$ cat src/rtl/rtc_upd_pkg.sv
package rtc_upd_pkg;
  // Default register map of the update-interrupt unit
  localparam int unsigned MODE_ADDR = 4'hD;
  localparam int unsigned STAT_ADDR = 4'hE;
  localparam int unsigned CTRL_ADDR = 4'hF;
  localparam int unsigned FIELD_BIT = 5;
  localparam int unsigned HALT_BIT  = 0;

  typedef struct packed {
    logic minute_mode;
    logic upd_flag;
    logic irq_en;
    logic halt;
  } upd_regs_t;
endpackage

$ cat src/rtl/rtc_upd_event.sv
module rtc_upd_event (
  input  logic minute_mode,
  input  logic halt,
  input  logic sec_pulse,
  input  logic min_pulse,
  output logic evt
);
  logic src;
  always_comb begin
    src = minute_mode ? min_pulse : sec_pulse;
    evt = src & ~halt;
  end
endmodule

$ cat src/rtl/rtc_upd_regs.sv
module rtc_upd_regs
  import rtc_upd_pkg::*;
#(
  parameter int unsigned AW     = 4,
  parameter int unsigned DW     = 8,
  parameter int unsigned MODE_A = MODE_ADDR,
  parameter int unsigned STAT_A = STAT_ADDR,
  parameter int unsigned CTRL_A = CTRL_ADDR,
  parameter int unsigned FBIT   = FIELD_BIT,
  parameter int unsigned HBIT   = HALT_BIT
) (
  input  logic          clk,
  input  logic          rst,
  input  logic          wr_en,
  input  logic [AW-1:0] addr,
  input  logic [DW-1:0] wdata,
  input  logic          evt,
  output upd_regs_t     regs,
  output logic          en_drop,
  output logic [DW-1:0] rdata
);
  localparam logic [AW-1:0] A_MODE = AW'(MODE_A);
  localparam logic [AW-1:0] A_STAT = AW'(STAT_A);
  localparam logic [AW-1:0] A_CTRL = AW'(CTRL_A);

  logic          wr_mode, wr_stat, wr_ctrl;
  logic [DW-1:0] rd_next;

  always_comb begin
    wr_mode = wr_en && (addr == A_MODE);
    wr_stat = wr_en && (addr == A_STAT);
    wr_ctrl = wr_en && (addr == A_CTRL);
    en_drop = wr_ctrl && !wdata[FBIT];
  end

  always_ff @(posedge clk) begin
    if (rst) begin
      regs <= '0;
    end else begin
      if (wr_mode) regs.minute_mode <= wdata[FBIT];
      if (wr_ctrl) begin
        regs.irq_en <= wdata[FBIT];
        regs.halt   <= wdata[HBIT];
      end
      // event has priority over a clearing write; writing 1 does nothing
      if (evt)                          regs.upd_flag <= 1'b1;
      else if (wr_stat && !wdata[FBIT]) regs.upd_flag <= 1'b0;
    end
  end

  always_comb begin
    rd_next = '0;
    for (int i = 0; i < int'(DW); i++) begin
      if (i == int'(FBIT)) begin
        unique case (addr)
          A_MODE:  rd_next[i] = regs.minute_mode;
          A_STAT:  rd_next[i] = regs.upd_flag;
          A_CTRL:  rd_next[i] = regs.irq_en;
          default: rd_next[i] = 1'b0;
        endcase
      end else if (i == int'(HBIT)) begin
        rd_next[i] = (addr == A_CTRL) && regs.halt;
      end
    end
  end

  always_ff @(posedge clk) begin
    if (rst) rdata <= '0;
    else     rdata <= rd_next;
  end
endmodule

$ cat src/rtl/rtc_upd_req.sv
module rtc_upd_req (
  input  logic clk,
  input  logic rst,
  input  logic evt,
  input  logic irq_en,
  input  logic en_drop,
  input  logic tick_128,
  input  logic ext_req,
  output logic src_req,
  output logic irq_pull
);
  logic req_next;

  always_comb begin
    if (en_drop)              req_next = 1'b0;
    else if (evt && irq_en)   req_next = 1'b1;
    else if (tick_128)        req_next = 1'b0;
    else                      req_next = src_req;
  end

  always_ff @(posedge clk) begin
    if (rst) begin
      src_req  <= 1'b0;
      irq_pull <= 1'b0;
    end else begin
      src_req  <= req_next;
      irq_pull <= req_next | ext_req;
    end
  end
endmodule

$ cat src/rtl/rtc_upd_irq.sv
module rtc_upd_irq
  import rtc_upd_pkg::*;
#(
  parameter int unsigned AW     = 4,
  parameter int unsigned DW     = 8,
  parameter int unsigned MODE_A = MODE_ADDR,
  parameter int unsigned STAT_A = STAT_ADDR,
  parameter int unsigned CTRL_A = CTRL_ADDR,
  parameter int unsigned FBIT   = FIELD_BIT,
  parameter int unsigned HBIT   = HALT_BIT
) (
  input  logic          clk,
  input  logic          rst,
  input  logic          sec_pulse,
  input  logic          min_pulse,
  input  logic          tick_128,
  input  logic          wr_en,
  input  logic [AW-1:0] addr,
  input  logic [DW-1:0] wdata,
  output logic [DW-1:0] rdata,
  input  logic          ext_req,
  output logic          irq_pull
);
  upd_regs_t regs;
  logic      evt, en_drop, src_req;

  rtc_upd_event u_event (
    .minute_mode (regs.minute_mode),
    .halt        (regs.halt),
    .sec_pulse   (sec_pulse),
    .min_pulse   (min_pulse),
    .evt         (evt)
  );

  rtc_upd_regs #(
    .AW(AW), .DW(DW), .MODE_A(MODE_A), .STAT_A(STAT_A),
    .CTRL_A(CTRL_A), .FBIT(FBIT), .HBIT(HBIT)
  ) u_regs (
    .clk     (clk),
    .rst     (rst),
    .wr_en   (wr_en),
    .addr    (addr),
    .wdata   (wdata),
    .evt     (evt),
    .regs    (regs),
    .en_drop (en_drop),
    .rdata   (rdata)
  );

  rtc_upd_req u_req (
    .clk      (clk),
    .rst      (rst),
    .evt      (evt),
    .irq_en   (regs.irq_en),
    .en_drop  (en_drop),
    .tick_128 (tick_128),
    .ext_req  (ext_req),
    .src_req  (src_req),
    .irq_pull (irq_pull)
  );
endmodule

$ cat config.mk
export PLATFORM = sky130hd
export DESIGN_NAME = rtc_upd_irq
export DESIGN_NICKNAME = d
export VERILOG_FILES = /design/src/rtl/rtc_upd_pkg.sv /design/src/rtl/rtc_upd_event.sv /design/src/rtl/rtc_upd_regs.sv /design/src/rtl/rtc_upd_req.sv /design/src/rtl/rtc_upd_irq.sv
export SDC_FILE = /design/constraint.sdc
export NUM_CORES = 1
export LEC_CHECK = 0
export ABC_AREA = 1
export CAP_MARGIN = 25
export CORE_AREA = 2 2 39 41
export CTS_BUF_LIST = sky130_fd_sc_hd__clkbuf_16
export DETAILED_ROUTE_END_ITERATION = 10
export DIE_AREA = 0 0 41 43
export DONT_BUFFER_PORTS = 1
export PLACE_DENSITY = 0.46
export SLEW_MARGIN = 20
export SYNTH_ARGS = -nofsm -noshare
export SYNTH_HDL_FRONTEND = slang
export SYNTH_SLANG_ARGS = --single-unit
$ cat constraint.sdc
create_clock -name clk -period 1.35 [get_ports clk]
set_clock_uncertainty 0.05 [all_clocks]
set_input_delay 0.2025 -clock clk [delete_from_list [all_inputs] [get_ports clk]]
set_output_delay 0.2025 -clock clk [all_outputs]
set_load 0.005 [all_outputs]
==> flow_summary.yaml, run 1 <==
status:
  outcome: "finished clean"
routing:
  dr.pass1.iters: 4
  drtIter0Drc: 10
  ant_nets: 0
  vias: 366
  drc_errors: 0
  route.detailed.wl_per_inst_um: 10.21
  via_per_inst: 4.519
  wl_um: 827
pwr:
  peakVddDrop_uv: 577.1
  power_density_nw_per_um2: 1521
  finalPower_mw: 0.7822
  p_leak_nw: 0.2461
place:
  place_ws_ns: 0.4086
  dp_hpwl_um: 635
  numPortBuffers: 0
  gp_congestion: 0.6973
  post_dp_cell_area_um2: 429.2
worst_setup_path:
  critPathKind: "input port to register"
  path_buf_inv: 1
  critPathSlowestCell: "dlygate4sd3_1"
  cp_max_fo: 3
  end_kind: "register"
  arrival_ns: 1.04
  path_cells: "dlygate4sd3_1, nor4_1"
  crit_family: "buffers and inverters"
  critPathLaunchType: "input port"
  cpPeakStageDelay_ns: 0.58
  cp.required_ns: 1.44
final_layout:
  drive_gt1_frac: 0.2000
  area_delta_synth_final_pct: 18.10
  final_common_cell: "nand2_1"
  multi_input_area_um2: 201.4
  final_area_um2: 514.2
  layout.nets: 86
  num_antenna_cells: 0
  fillers: 164
  mostFrequentLayoutCells: "12 x nand2_1, 8 x inv_1, 8 x dfxtp_1"
  regArea_um2: 160.2
timing:
  fmax_mhz: 1055
  period_needed_ns: 0.9479
  fin_ws_ns: 0.4021
  finalSetupTns_ns: 0
  rsz0062_at_grt: "no"
  hold_violations: 0
  setup_viol: 0
  finalCritPeriodShare: 0.7021
  maxSlewViolCount: 0
  fin_hold_ws_ns: 0.05350
clock_network:
  htreeDepth: 1
  cts_resized: 0
  cts-root-buf: "clkbuf_16"
  cts.sinks: 8
  insertion_delay_ns: 0.23
  cts_buffer_depth: 2
  clk_pin_slew_ns: 0.04
  cts_setup_buffers: 0
  cts_buffers: 3
  cts_tree: "yes"
global_routing:
  grt_max_degree: 7
  grt_first_pass_wirelength_mm: 1.407
  grt_usage: 0.1226
  gr-total-overflow: 0
  antenna_found_initial: 0
  grt_pass1_vias: 364
logic_synthesis:
  yosysTopAreaCellShare: 0.3678
  ys_seq_area_frac: 0.3678
  synth_top_area_cell: "dfxtp_1"
  synth_cell_types: 16
  ys_seq_elements: 8
  netlist_instances: 62
  yosysWarnings: 0
  syn_area_per_cell_um2: 7.023
  synth.area.top_cells: "dfxtp_1 37%, buf_4 10%, nand2_1 10%, inv_1 6.9%, nand2_2 5.7%"
  syn-cell-area_um2: 435.4
die:
  die_area_um2: 1763
  die_w_um: 41
  core_area_um2: 1384
  ios: 28
  rows: 14
  die-height_um: 43
  initial_utilization: 0.3146
min_path:
  hold_path_class: "input port to register"
flow_run:
  drv_cap: 0
[metal layers]
layer,track usage,up-vias,wire length (um)
li1,-,189,-
met2,0.1781,16,402
met4,0.08000,0,13
met5,0,-,0
met1,0.1258,159,350
met3,0.07330,2,61
[area by class of cell]
type                       instances  area share
multi-input combinational         41      0.3917
sequential                         8      0.3114
clock buffer                       3      0.1460
inverter                          12     0.09246
tap                               16     0.03893
timing repair buffer               1     0.01946
[cells by family after synthesis]
kind of cell | after synthesis | share of synthesized area
and+or+nand+nor | 29 | 0.3419
AOI/OAI and AO/OA | 6 | 0.06897
other | 1 | 0.008612
DFF | 8 | 0.3678
buffers and inverters | 18 | 0.2126
[sequential cells by signal, indices dropped and copies added (netlist names)]
signal,cells
u_regs.regs,4
u_regs.rdata,2
u_req.irq_pull,1
u_req.src_req,1
[per-stage QoR]
stage | std cells | util
2_1_floorplan | 67 | -
3_3_place_gp | 77 | 0.3101
3_5_place_dp | 77 | 0.3101
4_1_cts | 81 | 0.3716
5_1_grt | 81 | 0.3716
6_report | 81 | 0.3716
[where the power goes]
| part | internal [mW] | switching (mW) | total [mW] |
|---|---|---|---|
| Sequential | 0.244 | 0.00312 | 0.247 |
| Combinational | 0.0150 | 0.0279 | 0.0428 |
| Clock | 0.381 | 0.111 | 0.492 |
| Total | 0.641 | 0.142 | 0.782 |
[cell usage after synthesis]
cell type  instances
nor2_1             2
conb_1             1
buf_4              6
nand3_1            5
nand2_2            4
dfxtp_1            8
o21ai_1            2
inv_4              1
nor2_4             1
inv_2              3
nand3_2            1
nand2_1           12
inv_1              8
a21oi_1            4
nand4_1            3
nor4_1             1
[path summary, 6_finish.rpt]
check / startpoint / to / slack (ns) / depth (start not counted)
max: rst / u_regs.rdata[0] / 0.40 / 2
min: ext_req / u_req.irq_pull / 0.05 / 2
max reg2reg: u_regs.regs[3] / u_req.irq_pull / 0.49 / 5
min reg2reg: u_regs.regs[0] / u_regs.regs[0] / 0.41 / 2
[what timing repair did]
action / in CTS / in global routing
hold buffers: 1 / 0
endpoints found under the setup margin: 0 / 0
hold endpoints to repair: 3 / 0
Power figures use the tool's default switching activity.
==> run 2, diff against run 1 <==
==> constraint.sdc (replaced) <==
create_clock -name clk -period 0.94 [get_ports clk]
set_clock_uncertainty 0.05 [all_clocks]
set_input_delay 0.141 -clock clk [delete_from_list [all_inputs] [get_ports clk]]
set_output_delay 0.141 -clock clk [all_outputs]
set_load 0.005 [all_outputs]
==> flow_summary.yaml, run 2 (same netlist as run 1, synthesis figures left out) <==
final_layout:
  drive_gt1_frac: 0.2121
  area_delta_synth_final_pct: 21.84
  final_common_cell: "nand2_1"
  largest_reg_flops: 4
  regMostFlops: "u_regs.regs"
  layout.nets: 87
  fillers: 155
  num_antenna_cells: 0
  largestRegisters: "u_regs.regs (4), u_regs.rdata (2)"
  mostFrequentLayoutCells: "12 x nand2_1, 8 x inv_1, 8 x dfxtp_1"
pwr:
  finalPower_mw: 1.129
  comb_power_share: 0.059
  p_clk_frac: 0.626
  p_leak_nw: 0.2504
  netSwitchingFraction: 0.1825
  power_frac_seq: 0.315
  power_density_nw_per_um2: 2128
  peakVddDrop_uv: 811.1
  intPower_mw: 0.9230
  p_switching_mw: 0.2061
timing:
  hold_violations: 0
  setup_viol: 0
  period_needed_ns: 0.8874
  finalCritPeriodShare: 0.9441
  finalSetupTns_ns: 0
  maxSlewViolCount: 0
  rsz0062_at_grt: "no"
  fmax_mhz: 1127
worst_setup_path:
  path_cells: "dlygate4sd3_1, nor4_2"
  cp_max_fo: 3
  critPathSlowestCell: "dlygate4sd3_1"
  crit_family: "buffers and inverters"
  end_kind: "register"
  cp.required_ns: 1.04
  critPathLaunchType: "input port"
  critPathKind: "input port to register"
  rrSetupSlack_ns: 0.08
  arrival_ns: 0.98
  worstReg2RegStart: "u_regs.regs[3]"
  rr_worst_depth: 5
  rr_endpoint: "u_req.irq_pull"
  path_buf_inv: 1
  cpPeakStageDelay_ns: 0.59
clock_network:
  insertion_delay_ns: 0.23
  cts-root-buf: "clkbuf_16"
  cts_tree: "yes"
  cts.sinks: 8
  cts_buffer_depth: 2
  cts_buffers: 3
  cts_setup_buffers: 0
  htreeDepth: 1
  clk_pin_slew_ns: 0.04
place:
  dp_hpwl_um: 636.2
  numPortBuffers: 0
  gp_congestion: 0.6972
routing:
  vias: 377
  route.detailed.wl_per_inst_um: 10.02
  drc_errors: 0
  drtIter0Drc: 13
  wl_um: 822
  dr.pass1.iters: 4
  via_per_inst: 4.598
  ant_nets: 0
die:
  initial_utilization: 0.3146
  core_area_um2: 1384
  die_area_um2: 1763
  ios: 28
  rows: 14
  die_w_um: 41
  die-height_um: 43
min_path:
  hold_path_class: "input port to register"
  hold_start: "rst"
  hold_end: "u_regs.rdata[5]"
  hold_depth: 3
flow_run:
  drv_cap: 0
status:
  outcome: "finished clean"
global_routing:
  grt_usage: 0.1246
  grt_max_degree: 7
  gr-total-overflow: 0
  grt_pass1_vias: 372
  grt_first_pass_wirelength_mm: 1.442
  antenna_found_initial: 0
[run 2: worst max-delay path by stage]
| stage | start | end | slack (ns) | cells past startpoint |
|---|---|---|---|---|
| 2_1_floorplan | addr[3] | u_req.irq_pull | 0.12 | 7 |
| 3_3_place_gp | addr[3] | u_req.irq_pull | 0.04 | 7 |
| 3_5_place_dp | addr[3] | u_req.irq_pull | 0.06 | 7 |
| 4_1_cts | rst | u_regs.rdata[0] | 0.04 | 2 |
| 5_1_grt | rst | u_regs.rdata[0] | 0.0007 | 2 |
| 6_report | rst | u_regs.rdata[0] | 0.05 | 2 |
[run 2: layout make-up]
class / count / area, um2 / area share
Sequential cell: 8 / 160.2 / 0.3019
Tap cell: 16 / 20.02 / 0.03774
Clock buffer: 3 / 75.07 / 0.1415
Multi-Input combinational cell: 41 / 207.7 / 0.3915
Inverter: 12 / 47.55 / 0.08962
Timing Repair Buffer: 2 / 20.02 / 0.03774
[run 2: per-stage QoR]
stage	utilization	hold WS, ns	area, um2	cells	setup WS, ns
3_5_place_dp	0.3101	0.1659	429.2	77	0.05873
5_1_grt	0.3834	0.02187	530.5	82	0.0007490
6_report	0.3834	0.01090	530.5	82	0.05258
2_1_floorplan	-	0.1601	454.2	67	0.1171
4_1_cts	0.3788	0.01384	524.3	82	0.04282
3_3_place_gp	0.3101	0.1624	429.2	77	0.04264
[run 2: layer usage]
layer / track usage / wire length [um] / vias to the layer above
li1: - / - / 193
met1: 0.1290 / 352 / 170
met5: 0 / 0 / -
met3: 0.07330 / 56 / 2
met2: 0.1813 / 400 / 12
met4: 0.08000 / 13 / 0
[run 2: repair_timing]
action                                  4_1_cts  5_1_grt
resized for setup                             0        1
hold buffers                                  2        0
endpoints found under the hold margin         4        0
endpoints found under the setup margin        0        1
[run 2: power groups by stage]
| stage | combinational [mW] | clock (mW) | sequential [mW] |
|---|---|---|---|
| finish | 0.0664 | 0.707 | 0.355 |
| global route | 0.0772 | 0.737 | 0.356 |
| CTS | 0.0664 | 0.714 | 0.355 |
| detailed placement | 0.0574 | 0 | 0.361 |
| global placement | 0.0571 | 0 | 0.360 |
| floorplan | 0.0678 | 0 | 0.360 |
==> run 3, diff against run 2 <==
--- a/config.mk
+++ b/config.mk
@@ -9,6 +9,7 @@
 export CAP_MARGIN = 25
 export CORE_AREA = 2 2 39 41
 export CTS_BUF_LIST = sky130_fd_sc_hd__clkbuf_16
+export CTS_CLUSTER_DIAMETER = 120
 export DETAILED_ROUTE_END_ITERATION = 10
 export DIE_AREA = 0 0 41 43
 export DONT_BUFFER_PORTS = 1
==> results of run 3 <==
The final DEF is identical to that of run 2; final timing and power are the same.
